$ cat src/rtl/tdm_pkg.sv
package tdm_pkg;
  // index of each direction in the table generate loop
  localparam int TBL_RX = 0;
  localparam int TBL_TX = 1;
  localparam int TBL_N  = 2;

  // a table walk ends on a flagged entry or on the final index
  function automatic logic walk_done(input logic last_flag, input logic at_final);
    return last_flag | at_final;
  endfunction
endpackage

$ cat src/rtl/tdm_link_sync.sv
module tdm_link_sync #(
  parameter int STAGES = 2
) (
  input  logic clk,
  input  logic rst,
  input  logic bclk_in,
  input  logic fsync_in,
  input  logic rxd_in,
  output logic rise_p,
  output logic fall_p,
  output logic fsync_s,
  output logic rxd_s
);
  logic [STAGES-1:0] bclk_sr;
  logic [STAGES-1:0] fsync_sr;
  logic [STAGES-1:0] rxd_sr;
  logic              bclk_d;

  generate
    if (STAGES == 1) begin : g_one
      always_ff @(posedge clk) begin
        if (rst) begin
          bclk_sr  <= '0;
          fsync_sr <= '0;
          rxd_sr   <= '0;
        end else begin
          bclk_sr  <= bclk_in;
          fsync_sr <= fsync_in;
          rxd_sr   <= rxd_in;
        end
      end
    end else begin : g_many
      always_ff @(posedge clk) begin
        if (rst) begin
          bclk_sr  <= '0;
          fsync_sr <= '0;
          rxd_sr   <= '0;
        end else begin
          bclk_sr  <= {bclk_sr[STAGES-2:0], bclk_in};
          fsync_sr <= {fsync_sr[STAGES-2:0], fsync_in};
          rxd_sr   <= {rxd_sr[STAGES-2:0], rxd_in};
        end
      end
    end
  endgenerate

  // edge pulses and aligned sync/data, all registered
  always_ff @(posedge clk) begin
    if (rst) begin
      bclk_d  <= 1'b0;
      rise_p  <= 1'b0;
      fall_p  <= 1'b0;
      fsync_s <= 1'b0;
      rxd_s   <= 1'b0;
    end else begin
      bclk_d  <= bclk_sr[STAGES-1];
      rise_p  <= bclk_sr[STAGES-1] & ~bclk_d;
      fall_p  <= ~bclk_sr[STAGES-1] & bclk_d;
      fsync_s <= fsync_sr[STAGES-1];
      rxd_s   <= rxd_sr[STAGES-1];
    end
  end
endmodule

$ cat src/rtl/tdm_route_table.sv
module tdm_route_table #(
  parameter int DEPTH   = 4,
  parameter int ENTRY_W = 3,
  localparam int IDX_W  = (DEPTH > 1) ? $clog2(DEPTH) : 1
) (
  input  logic               clk,
  input  logic               wr_en,
  input  logic [IDX_W-1:0]   wr_idx,
  input  logic [ENTRY_W-1:0] wr_entry,
  input  logic [IDX_W-1:0]   rd_idx,
  output logic [ENTRY_W-1:0] rd_entry
);
  // small distributed memory, no reset so it maps to LUT RAM
  logic [ENTRY_W-1:0] mem [DEPTH];

  always_ff @(posedge clk) begin
    if (wr_en) mem[wr_idx] <= wr_entry;
  end

  assign rd_entry = mem[rd_idx];
endmodule

$ cat src/rtl/tdm_rx_framer.sv
module tdm_rx_framer
  import tdm_pkg::*;
#(
  parameter int NCH    = 4,
  parameter int DEPTH  = 4,
  parameter int DATA_W = 8,
  localparam int CH_W  = (NCH > 1) ? $clog2(NCH) : 1,
  localparam int IDX_W = (DEPTH > 1) ? $clog2(DEPTH) : 1,
  localparam int BIT_W = $clog2(DATA_W)
) (
  input  logic              clk,
  input  logic              rst,
  input  logic              en,
  input  logic              rise_p,
  input  logic              fsync_s,
  input  logic              rxd_s,
  output logic [IDX_W-1:0]  ent_idx,
  input  logic [CH_W:0]     ent,
  output logic              rx_valid,
  output logic [CH_W-1:0]   rx_chan,
  output logic [DATA_W-1:0] rx_data
);
  localparam logic [BIT_W-1:0] LAST_BIT  = BIT_W'(DATA_W - 1);
  localparam logic [IDX_W-1:0] FINAL_IDX = IDX_W'(DEPTH - 1);

  logic              active;
  logic [BIT_W-1:0]  bitc;
  logic [IDX_W-1:0]  idx;
  logic [DATA_W-1:0] shreg;
  logic [DATA_W-1:0] next_sh;

  assign ent_idx = idx;
  assign next_sh = {shreg[DATA_W-2:0], rxd_s};

  always_ff @(posedge clk) begin
    if (rst || !en) begin
      active   <= 1'b0;
      bitc     <= '0;
      idx      <= '0;
      shreg    <= '0;
      rx_valid <= 1'b0;
      rx_chan  <= '0;
      rx_data  <= '0;
    end else begin
      rx_valid <= 1'b0;
      if (rise_p) begin
        if (active) begin
          shreg <= next_sh;
          if (bitc == LAST_BIT) begin
            rx_valid <= 1'b1;
            rx_data  <= next_sh;
            rx_chan  <= ent[CH_W-1:0];
            bitc     <= '0;
            if (walk_done(ent[CH_W], idx == FINAL_IDX)) begin
              active <= 1'b0;
              idx    <= '0;
            end else begin
              idx <= idx + 1'b1;
            end
          end else begin
            bitc <= bitc + 1'b1;
          end
        end
        // sync wins: the data window opens at the following edge
        if (fsync_s) begin
          active <= 1'b1;
          idx    <= '0;
          bitc   <= '0;
        end
      end
    end
  end
endmodule

$ cat src/rtl/tdm_tx_framer.sv
module tdm_tx_framer
  import tdm_pkg::*;
#(
  parameter int NCH    = 4,
  parameter int DEPTH  = 4,
  parameter int DATA_W = 8,
  localparam int CH_W  = (NCH > 1) ? $clog2(NCH) : 1,
  localparam int IDX_W = (DEPTH > 1) ? $clog2(DEPTH) : 1,
  localparam int BIT_W = $clog2(DATA_W)
) (
  input  logic                  clk,
  input  logic                  rst,
  input  logic                  en,
  input  logic                  rise_p,
  input  logic                  fall_p,
  input  logic                  fsync_s,
  output logic [IDX_W-1:0]      ent_idx,
  input  logic [CH_W:0]         ent,
  input  logic [NCH-1:0]        tx_valid,
  input  logic [NCH*DATA_W-1:0] tx_data,
  output logic [NCH-1:0]        tx_ready,
  output logic [NCH-1:0]        tx_underrun,
  output logic                  txd
);
  localparam logic [BIT_W-1:0] LAST_BIT  = BIT_W'(DATA_W - 1);
  localparam logic [IDX_W-1:0] FINAL_IDX = IDX_W'(DEPTH - 1);

  logic              running;
  logic              loaded;
  logic              done;
  logic              pend;
  logic [IDX_W-1:0]  idx;
  logic [BIT_W-1:0]  bitc;
  logic [DATA_W-1:0] shreg;
  logic [CH_W-1:0]   ch;
  logic [DATA_W-1:0] lane;
  logic [NCH-1:0]    ch_hot;

  assign ent_idx = idx;
  assign ch      = ent[CH_W-1:0];
  assign lane    = tx_data[ch*DATA_W +: DATA_W];
  assign ch_hot  = NCH'(1) << ch;

  // fetch strobe in the cycle after the slot's opening edge
  always_comb begin
    tx_ready = '0;
    if (pend) tx_ready = ch_hot;
  end

  always_ff @(posedge clk) begin
    if (rst || !en) begin
      running     <= 1'b0;
      loaded      <= 1'b0;
      done        <= 1'b0;
      pend        <= 1'b0;
      idx         <= '0;
      bitc        <= '0;
      shreg       <= '0;
      txd         <= 1'b0;
      tx_underrun <= '0;
    end else begin
      tx_underrun <= '0;
      if (pend) begin
        pend   <= 1'b0;
        loaded <= 1'b1;
        bitc   <= '0;
        if (tx_valid[ch]) begin
          shreg <= lane;
        end else begin
          shreg       <= '1;
          tx_underrun <= ch_hot;
        end
      end
      if (fall_p) begin
        if (loaded) begin
          txd   <= shreg[DATA_W-1];
          shreg <= {shreg[DATA_W-2:0], 1'b0};
          if (bitc == LAST_BIT) begin
            loaded <= 1'b0;
            done   <= 1'b1;
          end else begin
            bitc <= bitc + 1'b1;
          end
        end else begin
          txd <= 1'b0;
        end
      end
      if (rise_p) begin
        if (fsync_s) begin
          running <= 1'b1;
          idx     <= '0;
          loaded  <= 1'b0;
          done    <= 1'b0;
          pend    <= 1'b1;
        end else if (running && done) begin
          done <= 1'b0;
          if (walk_done(ent[CH_W], idx == FINAL_IDX)) begin
            running <= 1'b0;
            idx     <= '0;
          end else begin
            idx  <= idx + 1'b1;
            pend <= 1'b1;
          end
        end
      end
    end
  end
endmodule

$ cat src/rtl/tdm_slot_if.sv
module tdm_slot_if
  import tdm_pkg::*;
#(
  parameter int NCH         = 4,
  parameter int DEPTH       = 4,
  parameter int DATA_W      = 8,
  parameter int SYNC_STAGES = 2,
  localparam int CH_W    = (NCH > 1) ? $clog2(NCH) : 1,
  localparam int IDX_W   = (DEPTH > 1) ? $clog2(DEPTH) : 1,
  localparam int ENTRY_W = CH_W + 1,
  localparam int ADDR_W  = $clog2(2 * DEPTH + 1)
) (
  input  logic                  clk,
  input  logic                  rst,
  input  logic                  cfg_we,
  input  logic [ADDR_W-1:0]     cfg_addr,
  input  logic [ENTRY_W-1:0]    cfg_wdata,
  input  logic                  tdm_bclk,
  input  logic                  tdm_fsync,
  input  logic                  tdm_rxd,
  output logic                  tdm_txd,
  output logic                  rx_valid,
  output logic [CH_W-1:0]       rx_chan,
  output logic [DATA_W-1:0]     rx_data,
  input  logic [NCH-1:0]        tx_valid,
  input  logic [NCH*DATA_W-1:0] tx_data,
  output logic [NCH-1:0]        tx_ready,
  output logic [NCH-1:0]        tx_underrun
);
  localparam logic [ADDR_W-1:0] TX_BASE = ADDR_W'(DEPTH);
  localparam logic [ADDR_W-1:0] EN_ADDR = ADDR_W'(2 * DEPTH);

  logic en_q;
  logic rise_p, fall_p, fsync_s, rxd_s;
  logic [ENTRY_W-1:0] ent_rd [TBL_N];
  logic [IDX_W-1:0]   idx_rd [TBL_N];
  logic [TBL_N-1:0]   tbl_we;
  logic [IDX_W-1:0]   tbl_widx [TBL_N];

  // register decode
  assign tbl_we[TBL_RX]   = cfg_we && (cfg_addr < TX_BASE);
  assign tbl_we[TBL_TX]   = cfg_we && (cfg_addr >= TX_BASE) && (cfg_addr < EN_ADDR);
  assign tbl_widx[TBL_RX] = IDX_W'(cfg_addr);
  assign tbl_widx[TBL_TX] = IDX_W'(cfg_addr - TX_BASE);

  always_ff @(posedge clk) begin
    if (rst) en_q <= 1'b0;
    else if (cfg_we && cfg_addr == EN_ADDR) en_q <= cfg_wdata[0];
  end

  tdm_link_sync #(.STAGES(SYNC_STAGES)) u_sync (
    .clk      (clk),
    .rst      (rst),
    .bclk_in  (tdm_bclk),
    .fsync_in (tdm_fsync),
    .rxd_in   (tdm_rxd),
    .rise_p   (rise_p),
    .fall_p   (fall_p),
    .fsync_s  (fsync_s),
    .rxd_s    (rxd_s)
  );

  for (genvar d = 0; d < TBL_N; d++) begin : g_tbl
    tdm_route_table #(.DEPTH(DEPTH), .ENTRY_W(ENTRY_W)) u_tbl (
      .clk      (clk),
      .wr_en    (tbl_we[d]),
      .wr_idx   (tbl_widx[d]),
      .wr_entry (cfg_wdata),
      .rd_idx   (idx_rd[d]),
      .rd_entry (ent_rd[d])
    );
  end

  tdm_rx_framer #(.NCH(NCH), .DEPTH(DEPTH), .DATA_W(DATA_W)) u_rx (
    .clk      (clk),
    .rst      (rst),
    .en       (en_q),
    .rise_p   (rise_p),
    .fsync_s  (fsync_s),
    .rxd_s    (rxd_s),
    .ent_idx  (idx_rd[TBL_RX]),
    .ent      (ent_rd[TBL_RX]),
    .rx_valid (rx_valid),
    .rx_chan  (rx_chan),
    .rx_data  (rx_data)
  );

  tdm_tx_framer #(.NCH(NCH), .DEPTH(DEPTH), .DATA_W(DATA_W)) u_tx (
    .clk         (clk),
    .rst         (rst),
    .en          (en_q),
    .rise_p      (rise_p),
    .fall_p      (fall_p),
    .fsync_s     (fsync_s),
    .ent_idx     (idx_rd[TBL_TX]),
    .ent         (ent_rd[TBL_TX]),
    .tx_valid    (tx_valid),
    .tx_data     (tx_data),
    .tx_ready    (tx_ready),
    .tx_underrun (tx_underrun),
    .txd         (tdm_txd)
  );
endmodule

$ cat config.mk
export PLATFORM = sky130hd
export DESIGN_NAME = tdm_slot_if
export DESIGN_NICKNAME = d
export VERILOG_FILES = /design/src/rtl/tdm_pkg.sv /design/src/rtl/tdm_link_sync.sv /design/src/rtl/tdm_route_table.sv /design/src/rtl/tdm_rx_framer.sv /design/src/rtl/tdm_tx_framer.sv /design/src/rtl/tdm_slot_if.sv
export SDC_FILE = /design/constraint.sdc
export NUM_CORES = 1
export LEC_CHECK = 0
export ABC_AREA = 1
export BUFFER_PORTS_ARGS = -buffer_cell sky130_fd_sc_hd__buf_2
export CORE_MARGIN = 3
export CORE_UTILIZATION = 50
export CTS_BUF_LIST = sky130_fd_sc_hd__clkbuf_4 sky130_fd_sc_hd__clkbuf_8 sky130_fd_sc_hd__clkbuf_16
export DETAILED_ROUTE_END_ITERATION = 16
export PLACE_DENSITY_LB_ADDON = 0.15
export SLEW_MARGIN = 10
export SYNTH_ARGS = -nofsm -noshare
export SYNTH_HDL_FRONTEND = slang
export SYNTH_SLANG_ARGS = --single-unit
$ cat constraint.sdc
create_clock -name clk -period 2 [get_ports clk]
set_clock_uncertainty 0.2 [all_clocks]
set_input_delay 0.2 -clock clk [delete_from_list [all_inputs] [get_ports clk]]
set_output_delay 0.2 -clock clk [all_outputs]
set_load 0.005 [all_outputs]
==> summary by stage <==
Worst hold path
The worst hold path terminates at g_tbl[1].u_tbl.mem[2][1]. The worst hold path was traced through 2 stages. The beginning of the worst hold path is cfg_addr[0]. The min-delay analysis places its worst path in the category input pin to register.

Power and ir drop
The power density over cell area is 687 nW/um^2. The relative contribution of sequential cells to total power is 57.1%. For this design the static power due to leakage is 2.11 nW. The switching portion of total power is 21.6%.

VDD sags by at most 0.471 mV. The cell internal power dissipation is 2.48 mW. The clock network burns 38.0% of the power. The analysis attributes to net switching a power of a little under 0.7 mW. The part of the total power dissipated in combinational logic is under 10%.

Critical path
The worst setup path is launched from a register. The setup slack of the most critical reg-to-reg path is around 0.18 ns. The type of the worst setup path is register to output pin. The reg-to-reg startpoint is u_rx.bitc[1]. Measured in cells, the most critical reg-to-reg path has a length of 8.

For the worst setup path, the data required time is roughly 1.6 ns. Of all nets on the critical path, the largest fanout is 7. The critical path endpoint category is an output pin.

For the worst setup path, the data arrival time is 1.47 ns.

Cells and area
For this run, the number of standard cells in the final layout without fillers is 650. The number of antenna diodes in the final layout is 0. The total area of sequential cells is 1970 um^2. The area used by multi-input combinational logic is 1520 um^2. Cells with a size suffix above 1 make up 23.3% of the layout. The post-route standard cell area excluding fillers is approximately 4600 um^2. In the final design database the tool counted between 600 and 700 nets. The area growth from synthesis to final layout is 25.9%.

After filler insertion, the fill cell instance count of the layout stands at 605.

Yosys
sky130_fd_sc_hd__dfxtp_1 takes more of the synthesized area than any other cell. Of all flip-flops after synthesis, the portion carrying an async set or reset was 0%. In this run, synthesis produced a sequential element count of 86.

The number of warnings printed during yosys synthesis is 0. The most common flop cell mapped by yosys is sky130_fd_sc_hd__dfxtp_1. Counting every net in the synthesized netlist gives 507. Sequential elements use 53.6% of the synthesized area. In this run the cell area of the synthesized design comes to 3660 um^2. The most numerous cell in the Yosys netlist is sky130_fd_sc_hd__nand2_1.

The number of instances in the synthesized netlist is approximately 450. The count of distinct cell types in the synthesized netlist is 34. The number of flops mapped to enable cells by yosys is 24. The area share of the largest cell type after synthesis is 33.9%. Each instance of the synthesized netlist takes up on average 8.10 um^2.

By area the synthesized netlist is led by sky130_fd_sc_hd__dfxtp_1 (34%), sky130_fd_sc_hd__edfxtp_1 (20%), sky130_fd_sc_hd__nand2_1 (13%), sky130_fd_sc_hd__nor2_1 (5.6%), sky130_fd_sc_hd__nand3_1 (4.6%). The commonest cells after synthesis are sky130_fd_sc_hd__nand2_1 (122), sky130_fd_sc_hd__dfxtp_1 (62), sky130_fd_sc_hd__nor2_1 (55), sky130_fd_sc_hd__inv_1 (44), sky130_fd_sc_hd__nand3_1 (34).

Placed design
The count of input and output buffers is just under 70. The post-detailed-placement cell area is 4120 um^2. The post-place setup slack is 0.0632 ns. The congestion estimate from routability-driven global placement came to 0.785. The total half-perimeter wirelength after legalization and detailed placement is 5.42 mm.

Once placement completed, the tool counted placed cells totaling 611.

Global route
The first global-routing pass estimated 12.2 mm of wire. Entering global routing, the biggest net connects 24 pins. The number of antenna violations at the first check in global routing was 0. The layer flagged by global routing as most heavily used is met2.

Global routing used 20.7% of the available met1 tracks. The aggregate global-route resource usage is roughly 18%. The routing usage on met3 is 4.97%.

The number of global-route vias before repair is 2885. The met2 demand-to-capacity share in global routing is 32.3%. After global routing the overflow that remains totals 0.

STA
The number of slew-limit violations in the final report is 0. Headroom to the max-slew limit came out at about two thirds. The shortest clock period the worst path allows after layout is 1.87 ns. The highest clock rate is 0.535 GHz. Adding up every negative setup slack in the final design gives 0 ns. The final hold slack is 0.0135 ns.

After layout, the worst setup slack is 0.129 ns. The total of endpoints with negative setup slack in the final report is 0. The number of hold violations in the final report is 0. At the pin with the least slew margin, the transition time is 0.491 ns.

The post-route clock period utilization is 93.5%.

Floorplan
Once the floorplan was initialized, standard cells occupied 52.7% of the core. The region available for standard cell placement spans approximately 7000 um^2. The initialized floorplan defines 30 standard-cell rows. Pin placement for this block handled 69 I/O pins.

The die boundary width is just over 90 um. The die covers 8380 um^2. The die span in y is 91.6 um.

Drt
The wire length reported by the detailed router is 7.52 mm. The per-cell via count in the routed design is between 4 and 5. The count of vias placed by the detailed router is 3184. The DRC violations left is 0.

The detail route stage leaves a number of antenna-violating nets equal to 0. The number of detailed-route iterations in the first pass is 5. The iteration-0 DRC count of the detailed router is 130. In the final routed layout, each cell accounts on average for roughly 12 um.

CTS
Clock latency on the worst-skew pair, taken at its later pin, is 0.35 ns. The CTS tree is yes. The CTS sink count is 86. Buffers inserted during clock tree synthesis total 9. In this run the deepest clock path goes through 2 buffers.

The clock-pin slew reported for the worst setup and hold paths after clock tree synthesis is 0.08 ns. The H-tree level count is 3. CTS placed an instance of sky130_fd_sc_hd__clkbuf_8 at the clock tree root.

Job
Max-cap violations in this run came to 0.

Status
The run finished with clean final reports.
-- layout by cell type (no fill, tap or decap), types with 2 or more instances in the layout --
master	n
sky130_fd_sc_hd__o21ai_0	15
sky130_fd_sc_hd__o221ai_1	2
sky130_fd_sc_hd__buf_2	68
sky130_fd_sc_hd__a211oi_1	4
sky130_fd_sc_hd__nand3_2	2
sky130_fd_sc_hd__nor3_1	10
sky130_fd_sc_hd__inv_2	3
sky130_fd_sc_hd__mux2i_1	2
sky130_fd_sc_hd__o21a_1	2
sky130_fd_sc_hd__nor2_4	2
sky130_fd_sc_hd__nand3_4	2
sky130_fd_sc_hd__clkbuf_8	9
sky130_fd_sc_hd__nand3b_1	2
sky130_fd_sc_hd__inv_1	43
sky130_fd_sc_hd__clkinv_4	2
sky130_fd_sc_hd__clkinv_1	2
sky130_fd_sc_hd__ha_1	5
sky130_fd_sc_hd__nand2_2	5
sky130_fd_sc_hd__nand4_1	2
sky130_fd_sc_hd__dlygate4sd3_1	12
sky130_fd_sc_hd__nand3_1	32
sky130_fd_sc_hd__nand2_1	119
sky130_fd_sc_hd__dfxtp_4	2
sky130_fd_sc_hd__a21oi_1	30
sky130_fd_sc_hd__edfxtp_1	24
sky130_fd_sc_hd__nand2_4	2
sky130_fd_sc_hd__buf_4	18
sky130_fd_sc_hd__dfxtp_1	59
sky130_fd_sc_hd__nor2_1	53
sky130_fd_sc_hd__o211ai_1	2
-- kinds of logic after synthesis --
logic type / count (synthesis) / synth area share (%)
DFF: 86 / 53.6
adders and majority gates: 6 / 2.05
muxes: 2 / 0.547
AOI/OAI and AO/OA: 60 / 9.33
and+or+nand+nor: 234 / 27.2
xor gates and xnor gates: 1 / 0.239
buffers and inverters: 63 / 7.01
-- registers in the layout, summed over array words and instances (netlist names), 3 cells and up, named ones only --
name	cells
g_tbl.u_tbl.mem	24
u_rx.rx_data	8
u_tx.shreg	8
u_rx.shreg	7
u_tx.tx_underrun	4
u_rx.bitc	3
u_tx.bitc	3
-- worst max path at each step --
stage,endpoint,slack [ns],cells past startpoint
2_1_floorplan,register,0.22,8
3_3_place_gp,register,0.16,8
6_report,tx_ready[3],0.13,9
3_5_place_dp,register,0.06,8
4_1_cts,tx_ready[3],0.007,9
5_1_grt,tx_ready[2],-0.008,8
-- power by group through the flow --
| stage | Clock [mW] | Combinational, mW | Sequential (mW) |
|---|---|---|---|
| floorplan | 0 | 0.0645 | 1.85 |
| global placement | 0 | 0.130 | 1.85 |
| detailed placement | 0 | 0.134 | 1.85 |
| CTS | 1.23 | 0.151 | 1.81 |
| global route | 1.31 | 0.178 | 1.81 |
| finish | 1.20 | 0.156 | 1.81 |
-- worst max-delay path: stages, from the launching register on --
cell and delay [ns]:
sky130_fd_sc_hd__dfxtp_4 0.38, sky130_fd_sc_hd__inv_4 0.09, sky130_fd_sc_hd__nand2_1 0.07, sky130_fd_sc_hd__nand3_2 0.08, sky130_fd_sc_hd__nand2_4 0.06, sky130_fd_sc_hd__buf_6 0.13
sky130_fd_sc_hd__nor2_4 0.09, sky130_fd_sc_hd__inv_2 0.04, sky130_fd_sc_hd__nor2_1 0.07, sky130_fd_sc_hd__buf_2 0.12
-- through the flow --
step / power (mW) / utilization [%]
floorplan: 1.91 / -
global placement: 1.98 / 59.3
detailed placement: 1.98 / 59.3
CTS: 3.19 / 64.1
global route: 3.30 / 66.3
finish: 3.17 / 66.3
-- final cells by class --
| class | count | area share, % |
|---|---|---|
| clock inverter | 6 | 1.55 |
| sequential | 86 | 42.8 |
| inverter | 49 | 4.05 |
| tap | 96 | 2.61 |
| timing repair buffer | 99 | 13.2 |
| multi-input combinational | 304 | 33.0 |
| clock buffer | 10 | 2.85 |
-- metal layers --
| layer | wire length [um] | share of wire, % |
|---|---|---|
| met1 | 3380 | 45 |
| met2 | 3790 | 50 |
| met3 | 272 | 3.6 |
| met4 | 85 | 1.1 |
| met5 | 0 | 0 |
-- what timing repair did --
action,4_1_cts,5_1_grt
hold buffers,12,0
resized for setup,6,17
pin swaps,0,8
buffers inserted,0,10
endpoints found under the setup margin,4,9
hold endpoints to repair,34,0
cloned,0,1
No activity file was read; power rests on OpenSTA's default activity.
